### config.mk
export PLATFORM = sky130hd
export DESIGN_NAME = event_tally
export DESIGN_NICKNAME = d
export VERILOG_FILES = /design/src/rtl/tally_pkg.sv /design/src/rtl/tally_ram.sv /design/src/rtl/tally_ctrl.sv /design/src/rtl/tally_dpath.sv /design/src/rtl/event_tally.sv
export SDC_FILE = /design/constraint.sdc
export NUM_CORES = 2
export LEC_CHECK = 0
export BUFFER_PORTS_ARGS = -buffer_cell sky130_fd_sc_hd__buf_2
export CAP_MARGIN = 30
export CORE_MARGIN = 4
export CORE_UTILIZATION = 45
export DETAILED_ROUTE_END_ITERATION = 16
export PLACE_DENSITY = 0.71
export SETUP_SLACK_MARGIN = 0.15
export SLEW_MARGIN = 20
export SYNTH_ARGS = -nofsm -noshare
export SYNTH_HDL_FRONTEND = slang
export SYNTH_SLANG_ARGS = --single-unit
### constraint.sdc
create_clock -name clk -period 4.8 [get_ports clk]
set_clock_uncertainty 0.05 [all_clocks]
set_input_delay 0.48 -clock clk [delete_from_list [all_inputs] [get_ports clk]]
set_output_delay 0.48 -clock clk [all_outputs]
set_load 0.05 [all_outputs]
### src/rtl/tally_pkg.sv
package tally_pkg;

  // Strobes from the sequencer to the datapath for one channel slot.
  typedef struct packed {
    logic rd;   // read count, sample event flag
    logic wr;   // write count back
  } scanStrobe_t;

  typedef enum logic [1:0] {
    ST_ARM  = 2'd0,
    ST_SCAN = 2'd1,
    ST_WIN  = 2'd2
  } seqState_e;

endpackage

### src/rtl/tally_ram.sv
module tally_ram #(
  parameter int DEPTH  = 256,
  parameter int WORD_W = 16,
  parameter int KEEP_W = 12,
  parameter int AW     = 8
) (
  input  logic              clk,
  input  logic              enA,
  input  logic              weA,
  input  logic [AW-1:0]     addrA,
  input  logic [WORD_W-1:0] dA,
  output logic [KEEP_W-1:0] qA,
  input  logic              enB,
  input  logic              weB,
  input  logic [AW-1:0]     addrB,
  input  logic [WORD_W-1:0] dB,
  output logic [KEEP_W-1:0] qB
);

  logic [WORD_W-1:0] mem [DEPTH];

  // Port B is written last, so a same-address host write overrides.
  always_ff @(posedge clk) begin
    if (weA) mem[addrA] <= dA;
    if (enB && weB) mem[addrB] <= dB;
  end

  always_ff @(posedge clk) begin
    if (enA) qA <= mem[addrA][KEEP_W-1:0];
  end

  always_ff @(posedge clk) begin
    if (enB && !weB) qB <= mem[addrB][KEEP_W-1:0];
  end

endmodule

### src/rtl/tally_ctrl.sv
module tally_ctrl
  import tally_pkg::*;
#(
  parameter int NUM_CH   = 64,
  parameter int CH_W     = 6,
  parameter int HOST_WIN = 96
) (
  input  logic            clk,
  input  logic            rst,
  output scanStrobe_t     strobe,
  output logic [CH_W-1:0] scanCh,
  output logic            scanDone,
  output logic            hostWindow
);

  localparam int WIN_W = $clog2(HOST_WIN + 1);
  localparam logic [CH_W-1:0]  LAST_CH   = CH_W'(NUM_CH - 1);
  localparam logic [WIN_W-1:0] LAST_SLOT = WIN_W'(HOST_WIN - 1);

  seqState_e        state;
  logic             writeHalf;
  logic [WIN_W-1:0] winCnt;

  always_ff @(posedge clk) begin
    if (rst) begin
      state     <= ST_ARM;
      scanCh    <= '0;
      writeHalf <= 1'b0;
      winCnt    <= '0;
    end else begin
      unique case (state)
        ST_ARM: begin
          state     <= ST_SCAN;
          scanCh    <= '0;
          writeHalf <= 1'b0;
        end
        ST_SCAN: begin
          if (!writeHalf) begin
            writeHalf <= 1'b1;
          end else begin
            writeHalf <= 1'b0;
            if (scanCh == LAST_CH) begin
              state  <= ST_WIN;
              winCnt <= '0;
            end else begin
              scanCh <= scanCh + 1'b1;
            end
          end
        end
        ST_WIN: begin
          if (winCnt == LAST_SLOT) begin
            state  <= ST_SCAN;
            scanCh <= '0;
          end else begin
            winCnt <= winCnt + 1'b1;
          end
        end
        default: state <= ST_ARM;
      endcase
    end
  end

  always_comb begin
    strobe.rd  = (state == ST_SCAN) && !writeHalf;
    strobe.wr  = (state == ST_SCAN) && writeHalf;
    hostWindow = (state == ST_WIN);
    scanDone   = (state == ST_WIN) && (winCnt == '0);
  end

  AST_ARM_AFTER_RESET: assert property (@(posedge clk) disable iff (rst)
    $past(rst) |-> (!strobe.rd && !strobe.wr && !hostWindow && scanCh == '0));

  AST_READ_THEN_WRITE: assert property (@(posedge clk) disable iff (rst)
    strobe.rd |=> (strobe.wr && $stable(scanCh)));

  AST_DONE_PULSE: assert property (@(posedge clk) disable iff (rst)
    scanDone |=> !scanDone);

  AST_DONE_IN_WINDOW: assert property (@(posedge clk) disable iff (rst)
    scanDone |-> (hostWindow && !strobe.rd && !strobe.wr));

endmodule

### src/rtl/tally_dpath.sv
module tally_dpath
  import tally_pkg::*;
#(
  parameter int CH_W      = 6,
  parameter int CNT_W     = 12,
  parameter int RAM_DEPTH = 256,
  parameter int RAM_W     = 16,
  parameter bit SATURATE  = 1'b0
) (
  input  logic             clk,
  input  logic             rst,
  input  scanStrobe_t      strobe,
  input  logic [CH_W-1:0]  scanCh,
  input  logic             eventFlag,
  input  logic             hostEn,
  input  logic             hostWe,
  input  logic [CH_W-1:0]  hostAddr,
  input  logic [CNT_W-1:0] hostWData,
  output logic [CNT_W-1:0] hostRData
);

  localparam int AW = $clog2(RAM_DEPTH);
  localparam logic [CNT_W-1:0] CNT_MAX = '1;

  logic             flagQ;
  logic             killQ;
  logic             hostHit;
  logic             scanWe;
  logic [CNT_W-1:0] rdCount;
  logic [CNT_W-1:0] nextCount;
  logic [AW-1:0]    scanAddr;
  logic [AW-1:0]    hostRamAddr;
  logic [RAM_W-1:0] scanWord;
  logic [RAM_W-1:0] hostWord;

  // Host write aimed at the channel whose slot is in progress.
  assign hostHit = hostEn && hostWe && (hostAddr == scanCh);

  always_ff @(posedge clk) begin
    if (strobe.rd) begin
      flagQ <= eventFlag;
      killQ <= hostHit;
    end
  end

  assign scanWe = strobe.wr && !killQ && !hostHit;

  generate
    if (SATURATE) begin : g_sat
      assign nextCount = (flagQ && rdCount != CNT_MAX) ? rdCount + 1'b1 : rdCount;
      AST_SAT_CAP: assert property (@(posedge clk) disable iff (rst)
        (strobe.wr && rdCount == CNT_MAX) |-> (nextCount == CNT_MAX));
    end else begin : g_wrap
      assign nextCount = flagQ ? rdCount + 1'b1 : rdCount;
    end
  endgenerate

  always_comb begin
    scanAddr = '0;
    scanAddr[CH_W-1:0] = scanCh;
    hostRamAddr = '0;
    hostRamAddr[CH_W-1:0] = hostAddr;
    scanWord = '0;
    scanWord[CNT_W-1:0] = nextCount;
    hostWord = '0;
    hostWord[CNT_W-1:0] = hostWData;
  end

  tally_ram #(
    .DEPTH (RAM_DEPTH),
    .WORD_W(RAM_W),
    .KEEP_W(CNT_W),
    .AW    (AW)
  ) u_ram (
    .clk  (clk),
    .enA  (strobe.rd),
    .weA  (scanWe),
    .addrA(scanAddr),
    .dA   (scanWord),
    .qA   (rdCount),
    .enB  (hostEn),
    .weB  (hostWe),
    .addrB(hostRamAddr),
    .dB   (hostWord),
    .qB   (hostRData)
  );

  AST_STEP_AT_MOST_ONE: assert property (@(posedge clk) disable iff (rst)
    strobe.wr |-> (nextCount == rdCount || nextCount == rdCount + 1'b1));

  AST_NO_FLAG_NO_STEP: assert property (@(posedge clk) disable iff (rst)
    (strobe.wr && !flagQ) |-> (nextCount == rdCount));

  AST_HOST_KEEPS: assert property (@(posedge clk) disable iff (rst)
    (strobe.rd && hostHit) |=> !scanWe);

endmodule

### src/rtl/event_tally.sv
module event_tally
  import tally_pkg::*;
#(
  parameter int NUM_CH    = 64,
  parameter int CNT_W     = 12,
  parameter int RAM_DEPTH = 256,
  parameter int RAM_W     = 16,
  parameter int HOST_WIN  = 96,
  parameter bit SATURATE  = 1'b0,
  localparam int CH_W     = $clog2(NUM_CH)
) (
  input  logic             clk,
  input  logic             rst,
  input  logic             eventFlag,
  output logic [CH_W-1:0]  scanCh,
  output logic             scanSample,
  output logic             scanDone,
  output logic             hostWindow,
  input  logic             hostEn,
  input  logic             hostWe,
  input  logic [CH_W-1:0]  hostAddr,
  input  logic [CNT_W-1:0] hostWData,
  output logic [CNT_W-1:0] hostRData
);

  scanStrobe_t strobe;

  tally_ctrl #(
    .NUM_CH  (NUM_CH),
    .CH_W    (CH_W),
    .HOST_WIN(HOST_WIN)
  ) u_ctrl (
    .clk       (clk),
    .rst       (rst),
    .strobe    (strobe),
    .scanCh    (scanCh),
    .scanDone  (scanDone),
    .hostWindow(hostWindow)
  );

  tally_dpath #(
    .CH_W     (CH_W),
    .CNT_W    (CNT_W),
    .RAM_DEPTH(RAM_DEPTH),
    .RAM_W    (RAM_W),
    .SATURATE (SATURATE)
  ) u_dpath (
    .clk      (clk),
    .rst      (rst),
    .strobe   (strobe),
    .scanCh   (scanCh),
    .eventFlag(eventFlag),
    .hostEn   (hostEn),
    .hostWe   (hostWe),
    .hostAddr (hostAddr),
    .hostWData(hostWData),
    .hostRData(hostRData)
  );

  assign scanSample = strobe.rd;

endmodule

# [Word-level counts from Yosys, hierarchy flattened]
# Memory sizes are Yosys's and may differ from the RTL's. A register that Yosys moved wholly into a read port is not among the register bits.
# Cells that the tools add are included.
[word_totals] reg_bits=18 latchBits=0 ram_bits=3072 romBits=0 inputBits=23 out_inout_bits=21 wordCells=59 n_memories=1
[memory_table] memory="u_dpath.u_ram.mem" words=256 width=12 read_ports=2 rd_ports_with_merged_regs=2 wr=2 line="tally_ram.sv:20" text="logic [WORD_W-1:0] mem [DEPTH];"
[op_classes] n_addsub=3 mul=0 div_mod_pow=0 n_lt_le_gt_ge=0 n_eq_ne=10 shift=0 mux=19 bitwise_logic=0 reduce_logical=20
[op_table] cell="two-way mux 7 bit" n=3
[op_table] cell="two-way mux 6 bit" n=3
[op_table] cell="case mux 6 bit (3 select lines)" n=1
[op_table] cell="case mux 7 bit (2 select lines)" n=1
[op_table] cell="adder 12 x 1 -> 12 bit, second input constant" n=1
[op_table] cell="two-way mux 12 bit" n=1
[op_table] cell="logical AND 1 bit" n=8
[op_table] cell="AND reduction 4 bit" n=2
[op_table] cell="adder 7 x 1 -> 7 bit, second input constant" n=1
[op_table] cell="equality test 7 bit, second input constant" n=1
[op_table] cell="zero test 7 bit" n=1
[op_table] cell="adder 6 x 1 -> 6 bit, second input constant" n=1
[op_table] cell="equality test 6 bit" n=1
[op_table] cell="equality test 6 bit, second input constant" n=1
[op_table] cell="two-way mux 2 bit" n=3
[op_table] cell="!= test 2 x 1 -> 1 bit, second input constant" n=3
[op_table] cell="case mux 2 bit (3 select lines)" n=1
[op_table] cell="two-way mux 1 bit" n=5
[op_table] cell="zero test 1 bit" n=4
[op_table] cell="!= test 2 bit, second input constant" n=2
[op_table] cell="nonzero test 2 bit" n=2
[op_table] cell="AND reduction 3 bit" n=1
[op_table] cell="nonzero test 3 bit" n=1
[op_table] cell="equality test 2 x 1 -> 1 bit, second input constant" n=1
[op_table] cell="other kinds (3)" n=3

# [Logic depth before layout (Yosys ltp)]
[depth] word_depth=6 mapped_depth=9 depth_no_buf=6

# [Hierarchy]
# Synthesis repeated with hierarchy kept, for this count alone.
[unflattened] hier_cells=11404 area_unflattened_um2=181953.3
[by_module_without_submodules] module="tally_ram" instances=1 cells_per_inst=11255 area_per_inst_um2=180694.6 seq_area_each_um2=92969.2
[by_module_without_submodules] module="tally_ctrl" instances=1 cells_per_inst=104 area_per_inst_um2=898.4 seq_area_each_um2=320.3
[by_module_without_submodules] module="tally_dpath" instances=1 cells_per_inst=45 area_per_inst_um2=360.3 seq_area_each_um2=60.1

# [Least setup slack after synthesis]
# Ideal clock, no wire load.
[synth_path] kind="flip-flop to flip-flop" start="register u_ctrl.scanCh[0]" end="memory u_dpath.u_ram.mem[10][0] (netlist bit) (enable)" setup_ns=0.398 t_arrival_ns=2.954 required_time_ns=4.352 setup_slack_ns=1.398 path_stages_with_launch=9 path_buffers=3 synth_period_minus_slack_ns=3.402 cell_sequence="dfxtp_1 -> buf_2 -> xor2_1 -> nor3_1 -> and2_1 -> or4_1 -> clkbuf_1 -> clkbuf_1 -> o21ai_0"
[synth_lines] element="from (decl)" line="tally_ctrl.sv:11" text="output logic [CH_W-1:0] scanCh,"
[synth_lines] element="from (signal assigned)" line="tally_ctrl.sv:46" text="scanCh <= scanCh + 1'b1;"
[synth_lines] element="to (decl)" line="tally_ram.sv:20"

==> flow_metrics.env <==
export IMPL_status="complete, no violations"
export IMPL_area_growth_pct=11.11
export IMPL_final_max_slew_violation_count=0
export IMPL_fp_dieH_um=325.0
export IMPL_whs_ns=0.05553
export IMPL_p_switching_w=0.004094
export IMPL_postCtsResizedCells=0
export IMPL_synth_nets=3833
export IMPL_drv_cap=0
export IMPL_place_area_um2=47260
export IMPL_fin_crit_sh=0.7166
export IMPL_drc=0
export IMPL_cts_buffers=88
export IMPL_track_usage=0.2932
export IMPL_cts_tree="done"
export IMPL_drt_wl_total_um=159600
export IMPL_grt_pass1_wl_um=227800
export IMPL_synth_compound_area_share=0.1377
export IMPL_min_period_ns=3.440
export IMPL_hp_class="in2reg"
export IMPL_final_setup_tns_ns=0
export IMPL_routabilityCongestion=0.9945
export IMPL_multiInputGateArea_um2=19390
export IMPL_endpoint_kind="register"
export IMPL_synth_mux_area_frac=0.1915
export IMPL_synth_cells=3803
export IMPL_viasPerCell=6.969
export IMPL_core_area_um2=99860
export IMPL_p_seq_frac=0.474
export IMPL_ys_warn_count=0
export IMPL_firstDrtPassIters=10
export IMPL_p_leak_nw=16.44
export IMPL_crit_type="reg2reg"
export IMPL_grt_busiest_layer="met2"
export IMPL_grt_use_met2=0.4463
export IMPL_slew_limit_headroom=0.2515
export IMPL_startpoint_type="register"
export IMPL_netSwitchingFraction=0.2452
export IMPL_grt_util_met3=0.09196
export IMPL_antenna_found_initial=15
export IMPL_synth_adder_area_share=0.001937
export IMPL_cell_internal_pwr_w=0.01260
export IMPL_nNetsFinal=3727
export IMPL_grt_remaining_overflow=0
export IMPL_yosys_most_used_dff="edfxtp_1"
export IMPL_setup_viol=0
export IMPL_synth_edf_count=794
export IMPL_vias=35363
export IMPL_die_x_um=325.0
export IMPL_htreeDepth=3
export IMPL_ff_latch_area_um2=24170
export IMPL_hold_buffers=0
export IMPL_clockBufferDepth=3
export IMPL_clkTransAtPathRegs_ns=0.06
export IMPL_dieArea_um2=105600
export IMPL_synthArstFlopShare=0
export IMPL_crit_path_max_fanout=36
export IMPL_power_clock_fraction=0.425
export IMPL_use_met1=0.3835
export IMPL_final_area_um2=50250
export IMPL_cts_setup_buffers=0
export IMPL_start_util=0.4529
export IMPL_cts_root_buf="clkbuf_16"
export IMPL_p_per_area_nw_per_um2=332.3
export IMPL_synth_xor_area_frac=0.004648
export IMPL_synth_simple_area_share=0.08729
export IMPL_yosysUniqueCellTypes=42
export IMPL_tightest_slew_ns=1.123
export IMPL_ios=44
export IMPL_ir_drop_mv=0.3146
export IMPL_hold_viol_final=0
export IMPL_ant_nets=0
export IMPL_fillCellCount=8415
export IMPL_totalPowerFinal_w=0.01670
export IMPL_cts_sinks=810
export IMPL_synthesis_area_um2=45220
export IMPL_grt_max_degree=77
export IMPL_wl_per_cell_um=31.45
export IMPL_required_ns=5.08
export IMPL_numPortBuffers=43
export IMPL_synth_top_family_by_area="multiplexers"
export IMPL_worstSkewPairLatency_ns=0.66
export IMPL_hpwl_um=101500
export IMPL_rows=116
export IMPL_drt_initial_drc_count=6904
export IMPL_ys_seq_area_frac=0.5343
export IMPL_rsz0062_at_grt="false"
export IMPL_drive_gt1_frac=0.2131
export IMPL_pwr_share_comb=0.101
export IMPL_fmax_mhz=290.7
export IMPL_grt_pass1_vias=32850
export IMPL_syn_avg_cell_area_um2=11.89
export IMPL_arrival_ns=3.72
export IMPL_synth_seq_cells=810
[sequential cells by signal, summed over array words and instances, names as in the netlist]
signal and flops:
u_dpath.killQ 1, u_ctrl.winCnt 7, u_dpath.u_ram.qA 12, u_ctrl.scanCh 6
u_dpath.u_ram.mem 768, u_dpath.u_ram.qB 12, u_ctrl.writeHalf 1, u_dpath.flagQ 1
u_ctrl.state 2
[cell usage in the layout (no fill, tap or decap), types with 4 or more instances in the layout]
master      count
a21oi_1       872
nor2_1        795
edfxtp_1      794
mux4_2        384
a22oi_1       192
buf_4         186
clkbuf_16      91
nand2_1        82
o21ai_1        64
buf_2          41
or4_1          26
clkinv_1       24
buf_12         17
clkinv_2       14
dfxtp_1        14
nand3_1        13
nand2b_1       12
bufinv_16      12
xor2_1          9
diode_2         8
inv_1           8
nand2_2         8
nor3_1          7
ha_1            7
xor2_4          6
clkinvlp_4      6
clkbuf_1        6
or3_1           5
o21ai_0         5
xnor2_2         4
nor2b_4         4
xnor2_1         4
inv_6           4
[synth_stat cells, types with 4 or more instances]
library cell	instances	area, um2
buf_6	19	214.0
and2_1	4	25.02
edfxtp_1	794	23840
xor2_1	15	131.4
o21ai_0	68	340.3
ha_1	7	87.58
or3_1	5	31.28
buf_4	7	52.55
or4_1	26	195.2
dfxtp_1	16	320.3
nor3_1	9	45.04
nor2_1	798	2995
clkbuf_1	312	1171
buf_1	62	232.7
a21oi_1	872	4364
nor2b_1	7	43.79
inv_1	8	30.03
buf_2	46	230.2
xnor2_1	9	78.83
nand3_1	13	65.06
nand2b_1	12	75.07
mux4_2	384	8648
a22oi_1	192	1441
nand2_1	82	307.8
nand2_2	8	50.05
[power by group through the flow]
stage	Sequential [W]	Combinational [W]	Clock (W)
after CTS	0.00791	0.00163	0.00707
after detailed placement	0.00806	0.00163	0
final	0.00791	0.00169	0.00710
after global routing	0.00791	0.00176	0.00737
after global placement	0.00806	0.00157	0
after floorplan	0.00806	0.00108	0
[kinds of logic (layout without fill, tap and decap cells)]
| kind of cell | after synthesis | after routing |
|---|---|---|
| compound gates | 1143 | 1143 |
| xor+xnor | 24 | 24 |
| fa+ha+maj | 7 | 7 |
| buf+inv | 454 | 419 |
| flops | 810 | 810 |
| mux | 385 | 385 |
| other cells | 0 | 8 |
| simple gates | 980 | 980 |
[worst max-delay path, cell delays in order, from the launching register on]
cell     delay [ns]
dfxtp_1        0.91
and2_2         0.94
nand2_1        0.54
o21ai_1        0.35
buf_4          0.30
[routing by layer]
layer | vias to the layer above | wire length [um]
li1 | 14309 | -
met1 | 17085 | 52500
met2 | 3364 | 71080
met3 | 595 | 26250
met4 | 10 | 9696
met5 | - | 69
[area by class of cell]
cell class,instances,area share
sequential,810,0.4811
multi-input combinational,2539,0.3858
clock buffer,99,0.04632
timing repair buffer,250,0.04119
tap,1298,0.03232
clock inverter,62,0.01230
inverter,8,0.0005976
antenna,8,0.0003984
[worst paths after layout]
check	cells past startpoint	slack (ns)	endpoint	from
min reg2reg	2	0.46	u_ctrl.winCnt[3]	u_ctrl.winCnt[3]
max	4	1.36	u_dpath.u_ram.mem[28][11]	u_ctrl.scanCh[3]
max reg2reg	4	1.36	u_dpath.u_ram.mem[28][11]	u_ctrl.scanCh[3]
min	2	0.06	u_ctrl.scanCh[1]	rst
[metrics by stage]
stage	cells	util	setup WS [ns]
floorplan	3803	-	1.398
detailed placement	4904	0.4733	1.251
CTS	5065	0.5028	1.369
global route	5066	0.5030	1.386
finish	5074	0.5032	1.360
global placement	4898	0.4720	1.251
No activity file was read; power rests on OpenSTA's default activity.
